===== config.mk =====
export PLATFORM = sky130hd
export DESIGN_NAME = cached_fft_agen
export DESIGN_NICKNAME = d
export VERILOG_FILES = /design/src/rtl/fft_agen_pkg.sv /design/src/rtl/fft_agen_ctrl.sv /design/src/rtl/fft_agen_path.sv /design/src/rtl/cached_fft_agen.sv
export SDC_FILE = /design/constraint.sdc
export NUM_CORES = 1
export LEC_CHECK = 0
export BUFFER_PORTS_ARGS = -buffer_cell sky130_fd_sc_hd__buf_2
export CAP_MARGIN = 10
export CORE_MARGIN = 4
export CORE_UTILIZATION = 59
export DETAILED_ROUTE_END_ITERATION = 6
export MAX_ROUTING_LAYER = met4
export PLACE_DENSITY_LB_ADDON = 0.1
export SETUP_SLACK_MARGIN = 0.1
export SYNTH_ARGS = -nofsm -noshare
export SYNTH_HDL_FRONTEND = slang
export SYNTH_SLANG_ARGS = --single-unit

===== constraint.sdc =====
create_clock -name clk -period 8.7 [get_ports clk]
set_clock_uncertainty 0.2 [all_clocks]
set_input_delay 0.87 -clock clk [delete_from_list [all_inputs] [get_ports clk]]
set_output_delay 0.87 -clock clk [all_outputs]
set_load 0.02 [all_outputs]

===== src/rtl/fft_agen_pkg.sv =====
package fft_agen_pkg;
  localparam int LOG_MAX = 11;               // largest transform: 2^LOG_MAX points
  localparam int LOG_MIN = 6;                // smallest transform
  localparam int CW      = (LOG_MAX + 1) / 2; // cache field width, super stage 0
  localparam int FW1     = LOG_MAX - CW;     // field width, super stage 1
  localparam int GW      = FW1;              // group bits used in super stage 0
  localparam int ROMW    = LOG_MAX - 1;      // twiddle ROM address width
  localparam int PW      = $clog2(CW);       // pass index width
  localparam int CODEW   = 3;                // size code width
  localparam int SIZES   = LOG_MAX - LOG_MIN + 1;
  localparam int DROPW   = $clog2(SIZES);

  typedef struct packed {
    logic             fire;
    logic             ssHi;
    logic [PW-1:0]    pass;
    logic [DROPW-1:0] drop;
  } agenCtrl_t;
endpackage


===== src/rtl/fft_agen_ctrl.sv =====
module fft_agen_ctrl
  import fft_agen_pkg::*;
(
  input  logic             stepValid,
  input  logic             superSel,
  input  logic [PW-1:0]    passIdx,
  input  logic [CODEW-1:0] sizeCode,
  output agenCtrl_t        ctrl
);
  logic [DROPW-1:0] dropBits;

  // Codes past the largest size are clamped to the largest (no drop). R9
  always_comb begin
    if (int'(sizeCode) >= SIZES) dropBits = '0;
    else                         dropBits = DROPW'(SIZES - 1 - int'(sizeCode));
  end

  always_comb begin
    ctrl.fire = stepValid;
    ctrl.ssHi = superSel;
    ctrl.pass = passIdx;
    ctrl.drop = dropBits;
  end

  always_comb begin
    assert (int'(dropBits) <= SIZES - 1) else $error("AST_DROP_RANGE");
  end
endmodule


===== src/rtl/fft_agen_path.sv =====
module fft_agen_path
  import fft_agen_pkg::*;
(
  input  logic              clk,
  input  logic              rstN,
  input  agenCtrl_t         ctrl,
  input  logic [CW-1:0]     grpCnt,
  input  logic [CW-2:0]     bflyCnt,
  output logic              addrValid,
  output logic [LOG_MAX-1:0] memAddrA,
  output logic [LOG_MAX-1:0] memAddrB,
  output logic [CW-1:0]     cacheAddrA,
  output logic [CW-1:0]     cacheAddrB,
  output logic [ROMW-1:0]   romAddr
);
  localparam logic [CW-1:0] HI_MASK = CW'((1 << FW1) - 1);

  function automatic logic [CW-1:0] rotField(input logic [CW-1:0] w,
                                             input logic [PW-1:0] p);
    logic [CW-1:0] m;
    m = (CW'(2) << p) - CW'(1);
    return (w & ~m) | ((w & m) >> 1) | (CW'(w[0]) << p);
  endfunction

  logic [CW-1:0]      fieldMask, wBase, fieldA, fieldB;
  logic [LOG_MAX-1:0] fullA, fullB;
  logic [ROMW-1:0]    romVal, romNext, bflyLow;
  int                 romLen;
  logic               ssQ;
  logic [DROPW-1:0]   dropQ;

  always_comb begin
    fieldMask = ctrl.ssHi ? HI_MASK : '1;
    wBase     = {bflyCnt, 1'b0} & fieldMask;
    fieldA    = rotField(wBase, ctrl.pass);
    fieldB    = rotField(wBase | CW'(1), ctrl.pass);
    if (ctrl.ssHi) begin
      fullA = {fieldA[FW1-1:0], grpCnt};
      fullB = {fieldB[FW1-1:0], grpCnt};
    end else begin
      fullA = {grpCnt[GW-1:0], fieldA};
      fullB = {grpCnt[GW-1:0], fieldB};
    end
  end

  always_comb begin
    bflyLow = ROMW'(bflyCnt) & ((ROMW'(1) << ctrl.pass) - ROMW'(1));
    if (ctrl.ssHi) begin
      romVal = (bflyLow << CW) | ROMW'(grpCnt);
      romLen = int'(ctrl.pass) + CW;
    end else begin
      romVal = bflyLow;
      romLen = int'(ctrl.pass);
    end
    romNext = romVal << (ROMW - romLen);
  end

  always_ff @(posedge clk) begin
    if (!rstN) begin
      addrValid  <= 1'b0;
      memAddrA   <= '0;
      memAddrB   <= '0;
      cacheAddrA <= '0;
      cacheAddrB <= '0;
      romAddr    <= '0;
      ssQ        <= 1'b0;
      dropQ      <= '0;
    end else begin
      addrValid <= ctrl.fire;
      if (ctrl.fire) begin
        memAddrA   <= fullA >> ctrl.drop;
        memAddrB   <= fullB >> ctrl.drop;
        cacheAddrA <= fieldA;
        cacheAddrB <= fieldB;
        romAddr    <= romNext;
        ssQ        <= ctrl.ssHi;
        dropQ      <= ctrl.drop;
      end
    end
  end

  AST_VALID_FOLLOWS: assert property (@(posedge clk) disable iff (!rstN)
    ctrl.fire |=> addrValid);
  AST_IDLE_HOLDS: assert property (@(posedge clk) disable iff (!rstN)
    !ctrl.fire |=> (!addrValid && $stable(memAddrA) && $stable(romAddr)));
  AST_CACHE_PAIR: assert property (@(posedge clk) disable iff (!rstN)
    addrValid |-> $countones(cacheAddrA ^ cacheAddrB) == 1);
  AST_MEM_PAIR: assert property (@(posedge clk) disable iff (!rstN)
    addrValid |-> $countones(memAddrA ^ memAddrB) <= 1);
  AST_CACHE_HI_ZERO: assert property (@(posedge clk) disable iff (!rstN)
    (addrValid && ssQ) |-> ((cacheAddrA & ~HI_MASK) == '0));
  AST_DROP_TOP_ZERO: assert property (@(posedge clk) disable iff (!rstN)
    (addrValid && dropQ != '0) |-> ((memAddrA >> (LOG_MAX - int'(dropQ))) == '0));
endmodule


===== src/rtl/cached_fft_agen.sv =====
module cached_fft_agen
  import fft_agen_pkg::*;
(
  input  logic               clk,
  input  logic               rstN,
  input  logic               stepValid,
  input  logic               superSel,
  input  logic [PW-1:0]      passIdx,
  input  logic [CW-1:0]      grpCnt,
  input  logic [CW-2:0]      bflyCnt,
  input  logic [CODEW-1:0]   sizeCode,
  output logic               addrValid,
  output logic [LOG_MAX-1:0] memAddrA,
  output logic [LOG_MAX-1:0] memAddrB,
  output logic [CW-1:0]      cacheAddrA,
  output logic [CW-1:0]      cacheAddrB,
  output logic [ROMW-1:0]    romAddr
);
  agenCtrl_t ctrl;

  fft_agen_ctrl uCtrl (
    .stepValid (stepValid),
    .superSel  (superSel),
    .passIdx   (passIdx),
    .sizeCode  (sizeCode),
    .ctrl      (ctrl)
  );

  fft_agen_path uPath (
    .clk        (clk),
    .rstN       (rstN),
    .ctrl       (ctrl),
    .grpCnt     (grpCnt),
    .bflyCnt    (bflyCnt),
    .addrValid  (addrValid),
    .memAddrA   (memAddrA),
    .memAddrB   (memAddrB),
    .cacheAddrA (cacheAddrA),
    .cacheAddrB (cacheAddrB),
    .romAddr    (romAddr)
  );
endmodule


==> summary.txt, run 1 <==
worst rel slew slack - 36.46%
HPWL Detailed - 8235 microns
clk slew on worst S/H paths - 90 ps
Post-CTS Setup Bufs - 0
number of global-route vias before repair - 3573
most frequent cells in the layout - 65 x buf_2, 53 x nor2_1, 47 x nand2_1
Post-Syn Instances - 477
critical path class - primary input to register
Reg power frac - 38.8%
CP required - 8730 ps
DR iter-0 viols - 516
Slew @ Worst Pin - 953.0 ps
Pleak - 1.626 nW
Cell variety after synth - 67
Worst setup EP type - register
min Tclk post-route - 3635 ps
total number of vias - 3869
CP max stage cell - nor3_1
Routed met3 length - 842 microns
Cell Pwr Density - 153.8 nW/um^2
layout cells sized above 1 - 17.35%
Synth area leader - dfxtp_1
Initial Utilization - 61.64%
Max-Cap Viols - 0
final setup violation count - 0
WL met1 - 4713 microns
P&R area growth vs syn - 10.60%
RSZ-0062 raised after global routing - no
wire length of the first global-routing pass - 18470 microns
initial antenna violation count - 0
diodes inserted - 0
syn_nets - 502
HP Class - register to register
CP max stage delay - 510 ps
P_int - 0.3715 mW
Final WS setup - 5065 ps
final period utilization - 41.78%
CP cell instances - buf_2 > nor3_1 > inv_1 > ha_1 > nand2b_1 > a21oi_1 > o31a_1 > o21ai_0 > or2_2 > a21oi_1
clock network power share - 26.7%
Final Hold Fails - 0
Core Region - 5574 sq um
Setup WS pre-CTS - 4822 ps
clock sink count - 45
P_sw - 0.2131 mW
TritonCTS Buffers - 5
routability cong. - 1.005
clk buf depth - 2
Max VDD drop - 0.00009549 V
Yosys top cell area share - 26.22%
Nets - 538
hold-fix buffers at CTS - 0
yosys warns - 0
row cnt - 27
IO buf count - 65
CTS tree - yes
Max Clock Freq - 275.1 MHz
vias per cell - 6.614
setup TNS - 0 ps
GRT Util Overall - 32.82%
asr flop ratio synth - 0%
pin count of the biggest net entering global routing - 56
critical path launch point type - primary input
DR top layer - met4
WL met2 - 5328 microns
Yosys reg bits - 45
outcome - finished clean
logic gate share of total power - 34.5%
worst skew pair latency - 300 ps
sequential fraction of the synthesis area - 26.22%
final wirelength - 11320 microns
Mapped Avg Cell Area - 7.203 sq um
Switching Fraction - 36.45%
post-route DRC violation count - 0
CTS Root Buffer Type - clkbuf_8
die width - 84.31 microns
Top FF cell, synth - dfxtp_1
gr ovfl total - 0
crit-path max FO - 31
commonest non-fill, non-tap cell in the layout - buf_2
Mapped Area - 3436 sq um
Slew Viols, Final - 0
post-CTS resize count - 0
Die Ht - 84.31 microns
DR WL/cell - 19.36 microns
main area contributors after synthesis - dfxtp_1 26%, o21ai_0 6.1%, a21oi_1 5.8%
Pre-Repair DR Iteration Count - 6
Routed Antenna Nets - 0
EDFF count, synth - 0
io pins - 66
CTS H-tree depth - 2
WP data arrival - 3660 ps
die area - 7108 sq um
cell repeated most along the worst path - a21oi_1
cell type report:
| cell class | instances | area [sq um] |
|---|---|---|
| clock buffers | 5 | 68.82 |
| clock inverters | 2 | 35.03 |
| multi-input cells | 376 | 2297 |
| flip-flops and latches | 45 | 900.9 |
| repair buffers | 67 | 340.3 |
| well taps | 72 | 90.09 |
| inverters | 18 | 67.56 |
| fillers | 503 | 1774 |
kinds of logic (layout without fill, tap and decap cells):
family                     after synthesis  after routing  synth area share, %
AOI/OAI and AO/OA                      184            184                35.29
and+or+nand+nor                        168            168                23.05
buffers and inverters                   56             92                6.919
DFF                                     45             45                26.22
muxes                                   15             15                5.572
xor gates and xnor gates                 5              5                1.493
adders and majority gates                4              4                1.457
power by group through the flow:
stage          sequential (mW)  combinational, mW  clock (mW)
3_5_place_dp             0.231              0.196           0
2_1_floorplan            0.248              0.126           0
6_report                 0.227              0.202       0.156
5_1_grt                  0.229              0.219       0.167
3_3_place_gp             0.231              0.195           0
4_1_cts                  0.227              0.197       0.157
worst max-delay path, delay by kind of cell:
| kind | cells | cell delay [ps] |
|---|---|---|
| AOI/OAI and AO/OA | 4 | 850 |
| adders and majority gates | 1 | 420 |
| buffers and inverters | 2 | 360 |
| and+or+nand+nor | 3 | 1140 |
synthesized netlist by cell type, types with 5 or more instances:
cell type	n
a21oi_1	40
a211oi_1	9
a221oi_1	7
nand2b_1	9
o31ai_1	7
nand3_1	14
a31oi_1	13
clkbuf_1	19
nor2_1	53
buf_2	16
nand2_1	47
nor2b_1	9
o21ai_0	42
inv_1	18
dfxtp_1	45
o2bb2ai_1	5
mux2i_1	9
nand4_1	6
o211ai_1	5
o21a_1	11
and2_1	7
nor3_1	6
flip-flops by register name, indices dropped and copies added (netlist names):
| signal | count |
|---|---|
| uPath.memAddrA | 11 |
| uPath.memAddrB | 11 |
| uPath.romAddr | 10 |
| uPath.cacheAddrA | 6 |
| uPath.cacheAddrB | 6 |
| uPath.addrValid | 1 |
per-stage QoR:
stage	total power [mW]	utilization, %	instance area, sq um	hold slack (ps)	instances
after floorplan	0.3735	-	3436	325.3	477
after global placement	0.4260	66.31	3696	239.5	578
after detailed placement	0.4275	66.31	3696	264.6	578
after CTS	0.5811	68.17	3800	276.9	585
after global routing	0.6147	68.17	3800	302.4	585
final	0.5845	68.17	3800	273.9	585
routing by layer:
layer  vias to the layer above  track usage [%]
met4                         0            13.01
li1                       1830                -
met2                       207            51.87
met5                         -                -
met1                      1788            41.23
met3                        44            6.379
path summary, 6_finish.rpt:
kind,start,slack [ps],cells past startpoint,end
setup / recovery,passIdx[0],5070,10,uPath.memAddrB[7]
hold / removal,uPath.memAddrA[3],270,2,uPath.memAddrA[3]
hold reg to reg,uPath.memAddrA[3],270,2,uPath.memAddrA[3]
setup reg to reg,uPath.romAddr[9],7440,4,uPath.romAddr[9]
Note: power is estimated with default switching activity, not from simulation.
==> run 2, diff against run 1 <==
- CORE_UTILIZATION: 59 -> 51
- clock period: 8.7 -> 3.1 ns (I/O delays scaled with it)
==> summary.txt, run 2 (synthesis results as in run 1) <==
outcome - finished clean
clk slew on worst S/H paths - 110 ps
die area - 8114 sq um
final setup violation count - 0
Largest regs - uPath.memAddrA: 11 flops, uPath.memAddrB: 11 flops, uPath.romAddr: 10 flops
number of global-route vias before repair - 3478
most frequent cells in the layout - 65 x buf_2, 53 x nor2_1, 47 x nand2_1
logic gate share of total power - 36.2%
Core Region - 6459 sq um
Pre-Repair DR Iteration Count - 5
Post-CTS Setup Bufs - 0
RSZ-0062 raised after global routing - no
worst rel slew slack - 41.19%
Switching Fraction - 39.46%
WP data arrival - 2670 ps
DR WL/cell - 19.33 microns
IO buf count - 65
R2R cell count - 4
critical path launch point type - primary input
gr ovfl total - 0
die width - 90.08 microns
initial antenna violation count - 0
Setup crit start - passIdx[0]
clk buf depth - 2
diodes inserted - 0
crit-path max FO - 13
CTS Root Buffer Type - clkbuf_8
Min-Delay Startpoint - bflyCnt[2]
total number of vias - 3898
Nets - 556
Setup WS pre-CTS - 173.8 ps
routability cong. - 1.049
GRT Util Overall - 29.43%
Reg2Reg Launch Point - uPath.romAddr[9]
Cell Pwr Density - 416.5 nW/um^2
clock network power share - 24.9%
layout cells sized above 1 - 20.30%
P&R area growth vs syn - 14.42%
pin count of the biggest net entering global routing - 39
post-CTS resize count - 0
Max Clock Freq - 376.0 MHz
DR iter-0 viols - 354
post-route DRC violation count - 0
final wirelength - 11770 microns
min Tclk post-route - 2659 ps
P_sw - 0.6460 mW
vias per cell - 6.401
Worst setup EP type - register
number of fill cells - 639
Die Ht - 90.08 microns
CTS H-tree depth - 2
row cnt - 29
hold depth - 3
Slew Viols, Final - 0
io pins - 66
Reg power frac - 38.9%
Pleak - 1.703 nW
Max-Cap Viols - 0
critical path class - primary input to register
CTS tree - yes
HPWL Detailed - 8742 microns
final period utilization - 85.79%
Final Hold Fails - 0
Max VDD drop - 0.0002438 V
Initial Utilization - 53.20%
hold-fix buffers at CTS - 0
HP Class - primary input to register
setup TNS - 0 ps
CP required - 3110 ps
Slew @ Worst Pin - 874.6 ps
Final WS setup - 440.6 ps
clock sink count - 45
R2R setup slack - 1940 ps
Routed Antenna Nets - 0
wire length of the first global-routing pass - 18950 microns
TritonCTS Buffers - 5
commonest non-fill, non-tap cell in the layout - buf_2
P_int - 0.9914 mW
worst skew pair latency - 310 ps
## run 2: cell count changes in the layout (fill, tap and decap cells not counted), sizes merged
cell      previous run  this run
buf                 67        85
bufinv               1         0
clkinvlp             0         1
inv                 18        19
## run 2: per-stage QoR
stage	cells	instance area (sq um)	total power [mW]	utilization, %	hold slack [ps]
2_1_floorplan	477	3436	1.048	-	325.3
3_3_place_gp	601	3837	1.228	59.41	240.6
3_5_place_dp	601	3837	1.228	59.41	256.0
4_1_cts	609	3931	1.630	60.87	156.8
5_1_grt	609	3931	1.723	60.87	203.2
6_report	609	3931	1.637	60.87	162.9
## run 2: area by class of cell
class | instances | area [sq um] | share of cell area [%]
clock buffer | 5 | 68.82 | 1.750
sequential | 45 | 900.9 | 22.92
inverter | 18 | 67.56 | 1.719
timing repair buffer | 85 | 475.5 | 12.09
clock inverter | 3 | 25.02 | 0.6365
tap | 77 | 96.34 | 2.451
multi-input combinational | 376 | 2297 | 58.43
## run 2: power groups by stage
stage / Combinational, mW / Clock, mW / Sequential (mW)
6_report: 0.593 / 0.407 / 0.637
5_1_grt: 0.646 / 0.436 / 0.642
4_1_cts: 0.581 / 0.412 / 0.637
3_5_place_dp: 0.578 / 0 / 0.650
3_3_place_gp: 0.579 / 0 / 0.649
2_1_floorplan: 0.352 / 0 / 0.696
## run 2: final timing paths
check                        endpoint
setup / recovery    uPath.memAddrB[2]
hold / removal    uPath.cacheAddrA[3]
setup reg to reg     uPath.romAddr[9]
hold reg to reg     uPath.memAddrA[9]
## run 2: metal layers
layer  global-route usage [%]  part of all wire, %  vias to the layer above
li1                         -                    -                     1865
met1                    43.27                   47                     1810
met2                    41.63                   43                      205
met3                    5.259                  8.3                       18
met4                    6.888                  1.8                        0
met5                        -                    0                        -
## run 2: critical path, cell delays in order
cell and delay (ps):
buf_2 210, nor2b_1 270, nand2_1 90, ha_1 320, and3b_1 240, o31ai_1 360
a31oi_1 140, a311o_1 410, a22oi_1 210, o21ai_0 90
